<file path="config.mk">
export PLATFORM = sky130hd
export DESIGN_NAME = audio_fifo_freeze
export DESIGN_NICKNAME = d
export VERILOG_FILES = /design/src/rtl/afz_pkg.sv /design/src/rtl/afz_sync.sv /design/src/rtl/afz_queue.sv /design/src/rtl/audio_fifo_freeze.sv
export SDC_FILE = /design/constraint.sdc
export NUM_CORES = 1
export LEC_CHECK = 0
export BUFFER_PORTS_ARGS = -buffer_cell sky130_fd_sc_hd__clkbuf_2
export CAP_MARGIN = 5
export CORE_MARGIN = 5
export CORE_UTILIZATION = 53
export CTS_CLUSTER_SIZE = 14
export DETAILED_ROUTE_END_ITERATION = 6
export PLACE_DENSITY = 0.72
export SETUP_SLACK_MARGIN = 0.2
export SLEW_MARGIN = 20
export SYNTH_ARGS = -nofsm -noshare
export SYNTH_HDL_FRONTEND = slang
export SYNTH_SLANG_ARGS = --single-unit
</file>
<file path="constraint.sdc">
create_clock -name clk_aud -period 7 [get_ports clk_aud]
set_clock_uncertainty 0.05 [all_clocks]
set_input_delay 1.4 -clock clk_aud [delete_from_list [all_inputs] [get_ports clk_aud]]
set_output_delay 1.4 -clock clk_aud [all_outputs]
set_load 0.01 [all_outputs]
</file>
<file path="src/rtl/afz_pkg.sv">
package afz_pkg;
  localparam int unsigned SAMPLE_W   = 16;
  localparam int unsigned QUEUE_DEPTH = 8;
  localparam int unsigned NEAR_FULL  = 6;
  localparam int unsigned NEAR_EMPTY = 2;

  typedef enum logic [0:0] {
    ERR_ON_OVERFLOW  = 1'b0,
    ERR_ON_UNDERFLOW = 1'b1
  } err_kind_e;
endpackage

</file>
<file path="src/rtl/afz_sync.sv">
module afz_sync #(
  parameter int unsigned STAGES = 2
) (
  input  logic clk,
  input  logic rst_n,
  input  logic async_in,
  output logic sync_out
);
  logic [STAGES-1:0] chain;

  genvar g;
  generate
    for (g = 0; g < STAGES; g++) begin : g_stage
      if (g == 0) begin : g_first
        always_ff @(posedge clk) begin
          if (!rst_n) chain[0] <= 1'b0;
          else        chain[0] <= async_in;
        end
      end else begin : g_next
        always_ff @(posedge clk) begin
          if (!rst_n) chain[g] <= 1'b0;
          else        chain[g] <= chain[g-1];
        end
      end
    end
  endgenerate

  assign sync_out = chain[STAGES-1];

  generate
    if (STAGES == 2) begin : g_chk
      logic [1:0] since_rst;
      always_ff @(posedge clk) begin
        if (!rst_n)              since_rst <= 2'd0;
        else if (since_rst != 2'd3) since_rst <= since_rst + 2'd1;
      end
      // output follows the request two edges late
      p_sync_lag_r6: assert property (@(posedge clk) disable iff (!rst_n)
        (since_rst == 2'd3) |-> (sync_out == $past(async_in, 2)));
    end
  endgenerate
endmodule

</file>
<file path="src/rtl/afz_queue.sv">
module afz_queue
  import afz_pkg::*;
#(
  parameter int unsigned DATA_W = SAMPLE_W,
  parameter int unsigned DEPTH  = QUEUE_DEPTH,
  parameter int unsigned HI_LVL = NEAR_FULL,
  parameter int unsigned LO_LVL = NEAR_EMPTY,
  parameter err_kind_e   ERR_KIND = ERR_ON_OVERFLOW
) (
  input  logic              clk,
  input  logic              rst_n,
  input  logic              hold,
  input  logic              push_req,
  input  logic [DATA_W-1:0] push_data,
  input  logic              pop_req,
  input  logic              err_clr,
  output logic [DATA_W-1:0] head_data,
  output logic              empty,
  output logic              full,
  output logic              near_full,
  output logic              near_empty,
  output logic              err_flag
);
  localparam int unsigned PTR_W = (DEPTH > 1) ? $clog2(DEPTH) : 1;
  localparam int unsigned CNT_W = $clog2(DEPTH + 1);
  localparam logic [CNT_W-1:0] CNT_MAX = CNT_W'(DEPTH);
  localparam logic [CNT_W-1:0] CNT_HI  = CNT_W'(HI_LVL);
  localparam logic [CNT_W-1:0] CNT_LO  = CNT_W'(LO_LVL);
  localparam logic [PTR_W-1:0] PTR_LAST = PTR_W'(DEPTH - 1);

  logic [DATA_W-1:0] store [DEPTH];
  logic [PTR_W-1:0]  wr_ptr, rd_ptr;
  logic [CNT_W-1:0]  level;
  logic              push_ok, pop_ok, err_evt, clr_ok;

  always_comb begin
    pop_ok  = pop_req  && !hold && (level != '0);
    push_ok = push_req && !hold && ((level != CNT_MAX) || pop_ok);
  end

  generate
    if (ERR_KIND == ERR_ON_OVERFLOW) begin : g_ovf
      assign err_evt = push_req && !hold && (level == CNT_MAX) && !pop_ok;
    end else begin : g_unf
      assign err_evt = pop_req && !hold && (level == '0);
    end
  endgenerate

  assign clr_ok = err_clr && !hold;

  always_ff @(posedge clk) begin
    if (push_ok) store[wr_ptr] <= push_data;
  end

  always_ff @(posedge clk) begin
    if (!rst_n) begin
      wr_ptr   <= '0;
      rd_ptr   <= '0;
      level    <= '0;
      err_flag <= 1'b0;
    end else begin
      if (push_ok) wr_ptr <= (wr_ptr == PTR_LAST) ? '0 : wr_ptr + 1'b1;
      if (pop_ok)  rd_ptr <= (rd_ptr == PTR_LAST) ? '0 : rd_ptr + 1'b1;
      case ({push_ok, pop_ok})
        2'b10:   level <= level + 1'b1;
        2'b01:   level <= level - 1'b1;
        default: level <= level;
      endcase
      if (err_evt)     err_flag <= 1'b1;
      else if (clr_ok) err_flag <= 1'b0;
    end
  end

  assign head_data  = store[rd_ptr];
  assign empty      = (level == '0);
  assign full       = (level == CNT_MAX);
  assign near_full  = (level >= CNT_HI);
  assign near_empty = (level <= CNT_LO);

  // level never exceeds the depth
  p_level_bound_r5: assert property (@(posedge clk) disable iff (!rst_n)
    level <= CNT_MAX);
  // empty and full are exclusive
  p_flags_excl_r5: assert property (@(posedge clk) disable iff (!rst_n)
    !(empty && full));
  // held queue keeps level and head
  p_hold_level_r7: assert property (@(posedge clk) disable iff (!rst_n)
    hold |=> ($stable(level) && $stable(rd_ptr)));
  // sticky error holds unless an unfrozen clear arrives
  p_err_sticky_r9: assert property (@(posedge clk) disable iff (!rst_n)
    (err_flag && !(err_clr && !hold)) |=> err_flag);
  // error flag does not change while held
  p_err_hold_r9: assert property (@(posedge clk) disable iff (!rst_n)
    hold |=> $stable(err_flag));
endmodule

</file>
<file path="src/rtl/audio_fifo_freeze.sv">
module audio_fifo_freeze
  import afz_pkg::*;
#(
  parameter int unsigned DATA_W      = SAMPLE_W,
  parameter int unsigned DEPTH       = QUEUE_DEPTH,
  parameter int unsigned RX_HI_LVL   = NEAR_FULL,
  parameter int unsigned TX_LO_LVL   = NEAR_EMPTY,
  parameter int unsigned SYNC_STAGES = 2
) (
  input  logic              clk_aud,
  input  logic              rst_n,
  input  logic              freeze_req,
  output logic              frozen,
  input  logic              rx_valid,
  output logic              rx_ready,
  input  logic [DATA_W-1:0] rx_data,
  input  logic              cpu_rx_rd,
  output logic [DATA_W-1:0] cpu_rx_rdata,
  output logic              rx_empty,
  output logic              rx_full,
  output logic              rx_almost_full,
  output logic              rx_overrun,
  input  logic              cpu_clr_overrun,
  input  logic              cpu_tx_wr,
  input  logic [DATA_W-1:0] cpu_tx_wdata,
  output logic              tx_valid,
  input  logic              tx_ready,
  output logic [DATA_W-1:0] tx_data,
  output logic              tx_empty,
  output logic              tx_full,
  output logic              tx_almost_empty,
  output logic              tx_underrun,
  input  logic              cpu_clr_underrun
);
  logic [DATA_W-1:0] tx_head;
  logic              rx_near_empty_unused, tx_near_full_unused;

  afz_sync #(.STAGES(SYNC_STAGES)) u_freeze_sync (
    .clk      (clk_aud),
    .rst_n    (rst_n),
    .async_in (freeze_req),
    .sync_out (frozen)
  );

  assign rx_ready = !frozen;
  assign tx_valid = !frozen;

  afz_queue #(
    .DATA_W  (DATA_W),
    .DEPTH   (DEPTH),
    .HI_LVL  (RX_HI_LVL),
    .LO_LVL  (TX_LO_LVL),
    .ERR_KIND(ERR_ON_OVERFLOW)
  ) u_rx_queue (
    .clk        (clk_aud),
    .rst_n      (rst_n),
    .hold       (frozen),
    .push_req   (rx_valid && rx_ready),
    .push_data  (rx_data),
    .pop_req    (cpu_rx_rd),
    .err_clr    (cpu_clr_overrun),
    .head_data  (cpu_rx_rdata),
    .empty      (rx_empty),
    .full       (rx_full),
    .near_full  (rx_almost_full),
    .near_empty (rx_near_empty_unused),
    .err_flag   (rx_overrun)
  );

  afz_queue #(
    .DATA_W  (DATA_W),
    .DEPTH   (DEPTH),
    .HI_LVL  (RX_HI_LVL),
    .LO_LVL  (TX_LO_LVL),
    .ERR_KIND(ERR_ON_UNDERFLOW)
  ) u_tx_queue (
    .clk        (clk_aud),
    .rst_n      (rst_n),
    .hold       (frozen),
    .push_req   (cpu_tx_wr),
    .push_data  (cpu_tx_wdata),
    .pop_req    (tx_valid && tx_ready),
    .err_clr    (cpu_clr_underrun),
    .head_data  (tx_head),
    .empty      (tx_empty),
    .full       (tx_full),
    .near_full  (tx_near_full_unused),
    .near_empty (tx_almost_empty),
    .err_flag   (tx_underrun)
  );

  assign tx_data = tx_empty ? '0 : tx_head;

  // full receive queue offered a sample without a read raises overrun
  p_rx_drop_r2: assert property (@(posedge clk_aud) disable iff (!rst_n)
    (rx_valid && rx_ready && rx_full && !cpu_rx_rd) |=> rx_overrun);
  // pull from an empty transmit queue raises underrun
  p_tx_starve_r4: assert property (@(posedge clk_aud) disable iff (!rst_n)
    (tx_valid && tx_ready && tx_empty) |=> tx_underrun);
  // receive flags steady while frozen
  p_rx_flags_hold_r7: assert property (@(posedge clk_aud) disable iff (!rst_n)
    frozen |=> ($stable(rx_empty) && $stable(rx_full) && $stable(rx_almost_full)
                && $stable(cpu_rx_rdata)));
  // transmit flags steady while frozen
  p_tx_flags_hold_r8: assert property (@(posedge clk_aud) disable iff (!rst_n)
    frozen |=> ($stable(tx_empty) && $stable(tx_full) && $stable(tx_almost_empty)));
endmodule

</file>
==> impl_metrics.yaml, run 1 <==
status:
  status: "finished, final reports clean"
timing:
  maxSlewViolCount: 0
  period_share_pct: 55.14
  fin_ws_ns: 3.140
  rsz0062_at_grt: "no"
  worst_pin_slew_ns: 1.086
  hold_violations: 0
  finalSetupViolCount: 0
  period_minus_slack_ns: 3.860
  tns_ns: 0
  timing.fmax_ghz: 0.2591
  slew_headroom_pct: 27.34
floorplan:
  fp.dieW_um: 155.6
  fp.coreArea_um2: 20960
  dieArea_um2: 24220
  fp-row-count: 53
  ioPinCount: 84
  die_h_um: 155.6
  start_util_pct: 53.64
critical_path:
  start_kind: "register"
  critPathMaxFanout: 32
  r2r_start: "u_tx_queue.level[1]$_SDFFE_PN0P_"
  setup.worst_path.end_class: "primary output"
  cp_slowest_cell: "mux4_2"
  cpPeakStageDelay_ns: 0.57
  path_class: "reg2out"
  cp_cell_sequence: "buf_4, mux4_2, mux2_2, clkbuf_2"
  cp.required_ns: 5.55
  cp.arrival_ns: 2.41
clock_network:
  cts_hold_buf: 0
  cts_tree: "built"
  cts_max_level: 1
  root_buffer: "clkbuf_16"
  cts_setup_buffers: 0
  clk_path_buf_depth: 3
  numCtsBuffers: 27
  cts_resized: 0
  cts_num_sinks: 286
  clk_pin_slew_ns: 0.06
  clk_latency_ns: 0.52
layout:
  final_nets: 720
  drive_gt1_share_pct: 35.43
  final_util_pct: 61.86
  area_growth_pct: 15.32
  final_area_um2: 12960
  multi_input_area_um2: 2889
  antenna_cells: 0
  num-fill-cells: 1498
  ff_latch_area_um2: 8294
grt:
  first_global_vias: 5775
  track_usage_pct: 17.36
  grt_pass1_wl_um: 32620
  grt_start_max_net_pins: 33
  antenna_found_initial: 1
  overflow: 0
synth:
  avgSynthCellArea_um2: 20.00
  ys_warn_count: 0
  ys_seq_area_share_pct: 73.73
  ys_ff_latch: 286
  mappedNetlistArea_um2: 11240
  synth_nets: 617
  synth_cell_types: 45
  synthArstFlopShare_pct: 0
  syn_inst: 562
  synth_edf_count: 256
  synthFlopType: "edfxtp_1"
detailed_routing:
  vias: 5483
  first_iter_violations: 300
  vias_per_cell: 5.723
  routed_wl_um: 21000
  drc: 0
  ant_nets: 0
  drt_first_pass_iters: 4
  wl_per_cell_um: 21.92
placement:
  place_congestion: 0.7117
  dp_hpwl_um: 12600
  port_buffers: 83
  dpl-instance-area_um2: 12100
  pre_cts_ws_ns: 3.313
hold_path:
  worstHoldStart: "u_freeze_sync.chain[0]$_SDFF_PN0_"
  hold_path_class: "reg2reg"
power_and_ir_drop:
  p_per_area_nw_per_um2: 334.0
  ir_drop_uv: 252.0
  p_leak_nw: 4.313
flow_run:
  max_cap_viol_count: 0
## power breakdown
group / internal, W / leakage (nW) / switching (W)
Combinational: 0.000426 / 1.31 / 0.000427
Clock: 0.000852 / 0.431 / 0.000572
Sequential: 0.00194 / 2.57 / 0.000111
Total: 0.00322 / 4.31 / 0.00111
## cell families after synthesis
family                   synth area share, %
AO/OA/AOI/OAI                          1.536
XOR/XNOR                              0.4675
adder cells (fa/ha/maj)                1.558
AND/OR/NAND/NOR                        4.586
multiplexers                           16.83
buffers and inverters                  1.291
flip-flops                             73.73
## per-layer routing
metal	GRT usage, %	up-vias	part of all wire [%]
met3	3.384	33	5.1
met4	3.418	2	1.5
met2	31.01	130	53
met1	22.47	2843	41
met5	0	-	0.062
li1	-	2475	-
## metrics by stage
stage	total power [W]	hold WS, ns	std cells
2_1_floorplan	0.002660	0.3619	562
3_3_place_gp	0.002918	0.3709	911
3_5_place_dp	0.002954	0.3716	911
4_1_cts	0.004388	0.3959	958
5_1_grt	0.004538	0.3986	958
6_report	0.004329	0.3928	958
## worst max-delay path, delay by kind of cell, from the launching register on
kind / cells / cell delay [ns]
DFF: 1 / 0.31
buffers and inverters: 2 / 0.65
muxes: 2 / 0.88
## final cells by class
| class | instances | area share [%] |
|---|---|---|
| sequential | 286 | 63.99 |
| multi-input combinational | 244 | 22.29 |
| clock buffer | 33 | 5.386 |
| timing repair buffer | 101 | 4.247 |
| tap | 275 | 2.654 |
| clock inverter | 14 | 1.293 |
| inverter | 5 | 0.1448 |
## sequential cells by signal (all words and copies together), names as in the netlist, named ones only
signal,cells
u_rx_queue.store,128
u_freeze_sync.chain,1
u_tx_queue.level,4
u_rx_queue.rd_ptr,3
u_freeze_sync.sync_out,1
u_tx_queue.err_flag,1
u_rx_queue.wr_ptr,3
u_tx_queue.rd_ptr,3
u_rx_queue.level,4
u_rx_queue.err_flag,1
u_tx_queue.wr_ptr,3
u_tx_queue.store,128
## cell usage after synthesis (all sizes together), types with 2 or more instances
library cell / instances / area, µm²
nand2b: 6 / 37.54
nor2: 27 / 101.4
dfxtp: 30 / 600.6
nand3: 7 / 35.03
nand2: 13 / 48.80
xor2: 4 / 35.03
mux2: 16 / 180.2
ha: 14 / 175.2
and2: 4 / 25.02
o21ai: 9 / 56.31
nor3b: 4 / 35.03
nor2b: 10 / 62.56
edfxtp: 256 / 7687
inv: 5 / 18.76
xnor2: 2 / 17.52
a21oi: 4 / 23.77
mux4: 64 / 1441
buf: 15 / 81.33
nor3: 5 / 25.02
or3: 3 / 18.77
nor4: 5 / 46.29
a21boi: 6 / 45.04
nor4b: 2 / 23.77
mux2i: 27 / 270.3
clkbuf: 12 / 45.04
nand4b: 2 / 17.52
## path summary, 6_finish.rpt
kind                                       endpoint  depth (start not counted)  slack (ns)
setup / recovery                   cpu_rx_rdata[14]                          4        3.14
hold / removal    u_freeze_sync.sync_out$_SDFF_PN0_                          1        0.39
setup reg to reg   u_tx_queue.level[2]$_SDFFE_PN0P_                         10        4.07
hold reg to reg   u_freeze_sync.sync_out$_SDFF_PN0_                          1        0.39
## cell usage in the layout, fill, tap and decap left out, types with 14 or more instances in the layout
master     instances
clkbuf_2          83
ha_1              14
buf_4             18
clkbuf_16         27
mux2_2            16
nor2_1            26
edfxtp_1         256
dfxtp_1           27
mux2i_1           27
mux4_2            64
Note: power is estimated with default switching activity, not from simulation.
==> run 2: changes to the inputs <==
--- a/config.mk
+++ b/config.mk
@@ -11,7 +11,7 @@
 export CORE_UTILIZATION = 53
 export CTS_CLUSTER_SIZE = 14
 export DETAILED_ROUTE_END_ITERATION = 6
-export PLACE_DENSITY = 0.72
+export PLACE_DENSITY = 0.74
 export SETUP_SLACK_MARGIN = 0.2
 export SLEW_MARGIN = 20
 export SYNTH_ARGS = -nofsm -noshare
==> constraint.sdc (replaced) <==
create_clock -name clk_aud -period 3.5 [get_ports clk_aud]
set_clock_uncertainty 0.05 [all_clocks]
set_input_delay 0.7 -clock clk_aud [delete_from_list [all_inputs] [get_ports clk_aud]]
set_output_delay 0.7 -clock clk_aud [all_outputs]
set_load 0.01 [all_outputs]
==> run 2 against run 1 <==
  * Flip-flop and latch count unchanged
  * Combinational power up 110%
  * Register-to-register slack got worse by 3.3 ns
  * First-iteration DRC count rose by 1.0%
  * Sequential power is 97% higher
  * Total power increased by 100%
  * Hold slack got worse by 0.064 ns
  * Sequential share of layout area down 0.27 points
==> impl_metrics.yaml, run 2 (synthesized netlist as in run 1, its figures left out) <==
status:
  status: "finished, final reports clean"
clock_network:
  numCtsBuffers: 29
  cts_hold_buf: 0
  root_buffer: "clkbuf_16"
  cts_tree: "built"
  clk_path_buf_depth: 3
  clk_latency_ns: 0.53
  cts_max_level: 1
  cts_num_sinks: 286
  clk_pin_slew_ns: 0.06
detailed_routing:
  routed_wl_um: 20990
  ant_nets: 0
  vias_per_cell: 5.650
  drt_first_pass_iters: 5
  wl_per_cell_um: 21.68
  first_iter_violations: 303
  drc: 0
  vias: 5469
critical_path:
  setup.worst_path.end_class: "primary output"
  path_class: "reg2out"
  cp_cell_sequence: "buf_4, mux4_2, mux2i_1, nor2_1, clkbuf_2"
  path_delay_family: "multiplexers"
  start_kind: "register"
  crit_end: "tx_data[14]"
  cpPeakStageDelay_ns: 0.53
  reg2reg_to: "u_rx_queue.level[2]$_SDFFE_PN0P_"
  critPathMaxFanout: 13
  cp_num_cells: 5
  r2r_start: "u_rx_queue.level[0]$_SDFFE_PN0P_"
  reg2reg_setup_slack_ns: 0.77
  cp.required_ns: 2.75
  critPathBufInv: 2
  r2r_cells: 10
  cp_slowest_cell: "mux4_2"
  cp.arrival_ns: 2.28
hold_path:
  hold_path_class: "in2reg"
  worstHoldStart: "freeze_req"
  worstHoldPathCells: 2
floorplan:
  ioPinCount: 84
  fp.coreArea_um2: 20960
  fp-row-count: 53
  fp.dieW_um: 155.6
  start_util_pct: 53.64
  die_h_um: 155.6
  dieArea_um2: 24220
grt:
  grt_start_max_net_pins: 33
  grt_pass1_wl_um: 33420
  overflow: 0
  track_usage_pct: 17.81
  first_global_vias: 5865
  antenna_found_initial: 0
power_and_ir_drop:
  p_per_area_nw_per_um2: 667.0
  ir_drop_uv: 477.9
  p_leak_nw: 4.341
layout:
  layout_common_cells: "edfxtp_1 (256), clkbuf_2 (83), mux4_2 (64)"
  final_area_um2: 13020
  layout_commonest_cell: "edfxtp_1"
  drive_gt1_share_pct: 34.78
  antenna_cells: 0
  num-fill-cells: 1448
  area_growth_pct: 15.78
  final_util_pct: 62.11
  largestRegisters: "u_rx_queue.store (128), u_tx_queue.store (128)"
  final_nets: 727
timing:
  fin_ws_ns: 0.4734
  worst_pin_slew_ns: 0.9826
  slew_headroom_pct: 34.28
  maxSlewViolCount: 0
  rsz0062_at_grt: "no"
  finalSetupViolCount: 0
  period_minus_slack_ns: 3.027
  tns_ns: 0
  hold_violations: 0
  period_share_pct: 86.47
  timing.fmax_ghz: 0.3304
placement:
  place_congestion: 0.7836
  dp_hpwl_um: 12430
  pre_cts_ws_ns: 0.6809
  port_buffers: 83
  dpl-instance-area_um2: 12140
flow_run:
  max_cap_viol_count: 0
run 2: cell types whose count changed in the layout (fill, tap and decap cells not counted), moves of 2 or more:
| cell | before | now |
|---|---|---|
| buf_4 | 18 | 22 |
| clkinv_1 | 2 | 10 |
| clkbuf_16 | 27 | 29 |
| nor3_2 | 2 | 4 |
| nor3_4 | 3 | 1 |
| clkinv_2 | 8 | 2 |
| bufinv_16 | 4 | 2 |
run 2: worst min path at each step:
stage / slack (ns) / to
global route: 0.33 / u_freeze_sync.chain[0]$_SDFF_PN0_
finish: 0.33 / u_freeze_sync.chain[0]$_SDFF_PN0_
CTS: 0.31 / u_freeze_sync.chain[0]$_SDFF_PN0_
floorplan: 0.36 / u_freeze_sync.sync_out$_SDFF_PN0_
global placement: 0.37 / u_freeze_sync.sync_out$_SDFF_PN0_
detailed placement: 0.39 / u_freeze_sync.sync_out$_SDFF_PN0_
run 2: area by class of cell:
| class | instances | area, µm² | share of cell area, % |
|---|---|---|---|
| timing repair buffer | 106 | 600.6 | 4.614 |
| inverter | 5 | 18.77 | 0.1442 |
| multi-input combinational | 244 | 2883 | 22.15 |
| sequential | 286 | 8293 | 63.72 |
| clock buffer | 36 | 752.0 | 5.778 |
| tap | 275 | 344.1 | 2.644 |
| clock inverter | 16 | 123.9 | 0.9517 |
run 2: where the power goes:
| group | switching [W] | internal, W | leakage (nW) | total (W) |
|---|---|---|---|---|
| clock | 0.00119 | 0.00166 | 0.422 | 0.00284 |
| sequential | 0.000156 | 0.00388 | 2.57 | 0.00404 |
| combinational | 0.000926 | 0.000875 | 1.35 | 0.00180 |
| total | 0.00227 | 0.00641 | 4.34 | 0.00868 |
run 2: per-stage QoR:
step	instances	hold slack (ns)	total power [W]
floorplan	562	0.3619	0.005321
global placement	916	0.3676	0.005870
detailed placement	916	0.3935	0.005927
CTS	968	0.3060	0.008783
global route	968	0.3314	0.009090
finish	968	0.3287	0.008680
run 2: worst reg2reg max path, delay by kind of cell, from the launching register on:
kind	cells	cell delay (ns)
AOI/OAI and AO/OA	3	0.40
buffers and inverters	1	0.19
xor gates and xnor gates	2	0.38
adders and majority gates	2	0.48
DFF	1	0.39
and+or+nand+nor	2	0.77
run 2: what timing repair did:
item                                    4_1_cts  5_1_grt
endpoints found under the setup margin        0        4
setup buffers                                 0        0
gates resized for setup                       0        1
run 2: metal layers:
| metal | up-vias | part of all wire (%) | global-route usage, % |
|---|---|---|---|
| met3 | 38 | 6.0 | 3.218 |
| met1 | 2787 | 40 | 22.75 |
| met4 | 0 | 2.1 | 4.335 |
| li1 | 2501 | - | - |
| met5 | - | 0 | 0 |
| met2 | 143 | 52 | 31.92 |
==> run 3: changes to the inputs <==
--- a/config.mk
+++ b/config.mk
@@ -7,7 +7,6 @@
 export LEC_CHECK = 0
 export BUFFER_PORTS_ARGS = -buffer_cell sky130_fd_sc_hd__clkbuf_2
 export CAP_MARGIN = 5
-export CORE_MARGIN = 5
 export CORE_UTILIZATION = 53
 export CTS_CLUSTER_SIZE = 14
 export DETAILED_ROUTE_END_ITERATION = 6
==> run 3 against run 2 <==
  * Sequential power about the same
  * Critical path depth unchanged
  * Via count up 0.49%
  * Final area about the same
  * Die area down 10%
  * First-iteration DRC count up 5.0%
  * Sequential share of layout area about the same
  * Critical path type unchanged
  * Largest cell class unchanged
==> impl_metrics.yaml, run 3 (synthesized netlist as in run 1, its figures left out) <==
clock_network:
  cts_max_level: 1
  cts_resized: 0
  cts_num_sinks: 286
  cts_hold_buf: 0
  clk_latency_ns: 0.53
  clk_pin_slew_ns: 0.07
  cts_setup_buffers: 0
  clk_path_buf_depth: 3
  root_buffer: "clkbuf_16"
  numCtsBuffers: 28
  cts_tree: "built"
critical_path:
  reg2reg_to: "u_tx_queue.level[2]$_SDFFE_PN0P_"
  path_class: "reg2out"
  critPathMaxFanout: 20
  r2r_cells: 9
  cp.arrival_ns: 2.26
  cp_cell_sequence: "buf_12, mux4_2, mux2i_1, nor2_1, clkbuf_2"
  cp_slowest_cell: "mux4_2"
  r2r_start: "u_tx_queue.level[0]$_SDFFE_PN0P_"
  reg2reg_setup_slack_ns: 0.77
  cpPeakStageDelay_ns: 0.53
  cp.required_ns: 2.75
  setup.worst_path.end_class: "primary output"
  start_kind: "register"
placement:
  place_congestion: 0.7584
  port_buffers: 83
  dp_hpwl_um: 12300
detailed_routing:
  routed_wl_um: 21040
  met2_length_um: 11050
  wl_met1_um: 8519
  highest_layer: "met4"
  first_iter_violations: 318
  wl_per_cell_um: 21.87
  ant_nets: 0
  drc: 0
  vias: 5496
  vias_per_cell: 5.713
  met3_length_um: 1024
  drt_first_pass_iters: 5
timing:
  maxSlewViolCount: 0
  hold_violations: 0
  finalSetupViolCount: 0
  rsz0062_at_grt: "no"
  period_share_pct: 85.89
  tns_ns: 0
  timing.fmax_ghz: 0.3327
  slew_headroom_pct: 47.76
  period_minus_slack_ns: 3.006
  worst_pin_slew_ns: 0.7825
hold_path:
  timing.hold.worst_endpoint: "u_freeze_sync.chain[0]$_SDFF_PN0_"
  worstHoldStart: "freeze_req"
  hold_path_class: "in2reg"
  worstHoldPathCells: 2
floorplan:
  dieArea_um2: 21800
  fp.coreArea_um2: 20490
  start_util_pct: 54.85
  fp-row-count: 52
  fp.dieW_um: 147.6
  die_h_um: 147.6
  ioPinCount: 84
layout:
  drive_gt1_share_pct: 35.12
  antenna_cells: 0
  layout_commonest_cell: "edfxtp_1"
  final_nets: 726
  largestRegisters: "u_rx_queue.store (128), u_tx_queue.store (128)"
  final_util_pct: 63.49
  area_growth_pct: 15.76
  layout_common_cells: "edfxtp_1 (256), clkbuf_2 (83), mux4_2 (64)"
status:
  status: "finished, final reports clean"
grt:
  grt_pass1_wl_um: 32710
  grt_start_max_net_pins: 33
  antenna_found_initial: 0
  overflow: 0
  first_global_vias: 5773
  track_usage_pct: 20.18
power_and_ir_drop:
  finalPower_w: 0.008678
  p_per_area_nw_per_um2: 666.9
  p_leak_nw: 4.344
  ir_drop_uv: 595.1
flow_run:
  max_cap_viol_count: 0
run 3: cell types whose count changed in the layout (fill, tap and decap cells not counted), sizes merged:
cell	change
clkbuf	-1
clkinv	-1
clkinvlp	+1
run 3: cell type report:
class                   instances  area, µm²
flip-flops and latches        286       8293
fillers                      1423       7482
multi-input cells             244       2877
clock buffers                  35      748.2
repair buffers                106      613.1
well taps                     270      337.8
clock inverters                16      125.1
inverters                       5      18.77
run 3: worst max-delay path: cells and delay by family (launching register included):
family                 cells  cell delay (ns)
DFF                        1             0.51
and+or+nand+nor            1             0.10
muxes                      2             0.70
buffers and inverters      2             0.40
run 3: power breakdown:
group	total, W	switching, W	internal (W)
clock network	0.00284	0.00119	0.00165
logic	0.00180	0.000913	0.000883
registers	0.00404	0.000162	0.00388
run 3: worst max path at each step:
| stage | start | end | slack [ns] | cells past startpoint |
|---|---|---|---|---|
| 5_1_grt | register | tx_data[13] | 0.35 | 5 |
| 3_3_place_gp | cpu_rx_rd | u_rx_queue.level[2]$_SDFFE_PN0P_ | 0.81 | 11 |
| 3_5_place_dp | cpu_rx_rd | u_rx_queue.level[2]$_SDFFE_PN0P_ | 0.67 | 11 |
| 4_1_cts | register | tx_data[5] | 0.28 | 5 |
| 6_report | register | tx_data[13] | 0.49 | 5 |
| 2_1_floorplan | cpu_rx_rd | u_rx_queue.store[0][0]$_DFFE_PP_ | 0.29 | 4 |
run 3: layer usage:
| layer | vias to the layer above | global-route usage, % |
|---|---|---|
| met1 | 2826 | 26.02 |
| met5 | - | 0 |
| li1 | 2493 | - |
| met3 | 34 | 3.457 |
| met4 | 0 | 5.515 |
| met2 | 143 | 35.50 |
run 3: through the flow:
stage	worst slack (ns)	cells	hold slack, ns	cell area [µm²]
after floorplan	0.2877	562	0.3619	11250
after global placement	0.8097	911	0.3664	12140
after detailed placement	0.6729	911	0.3724	12140
after CTS	0.2760	962	0.3194	13010
after global routing	0.3549	962	0.3445	13010
final	0.4940	962	0.3304	13010
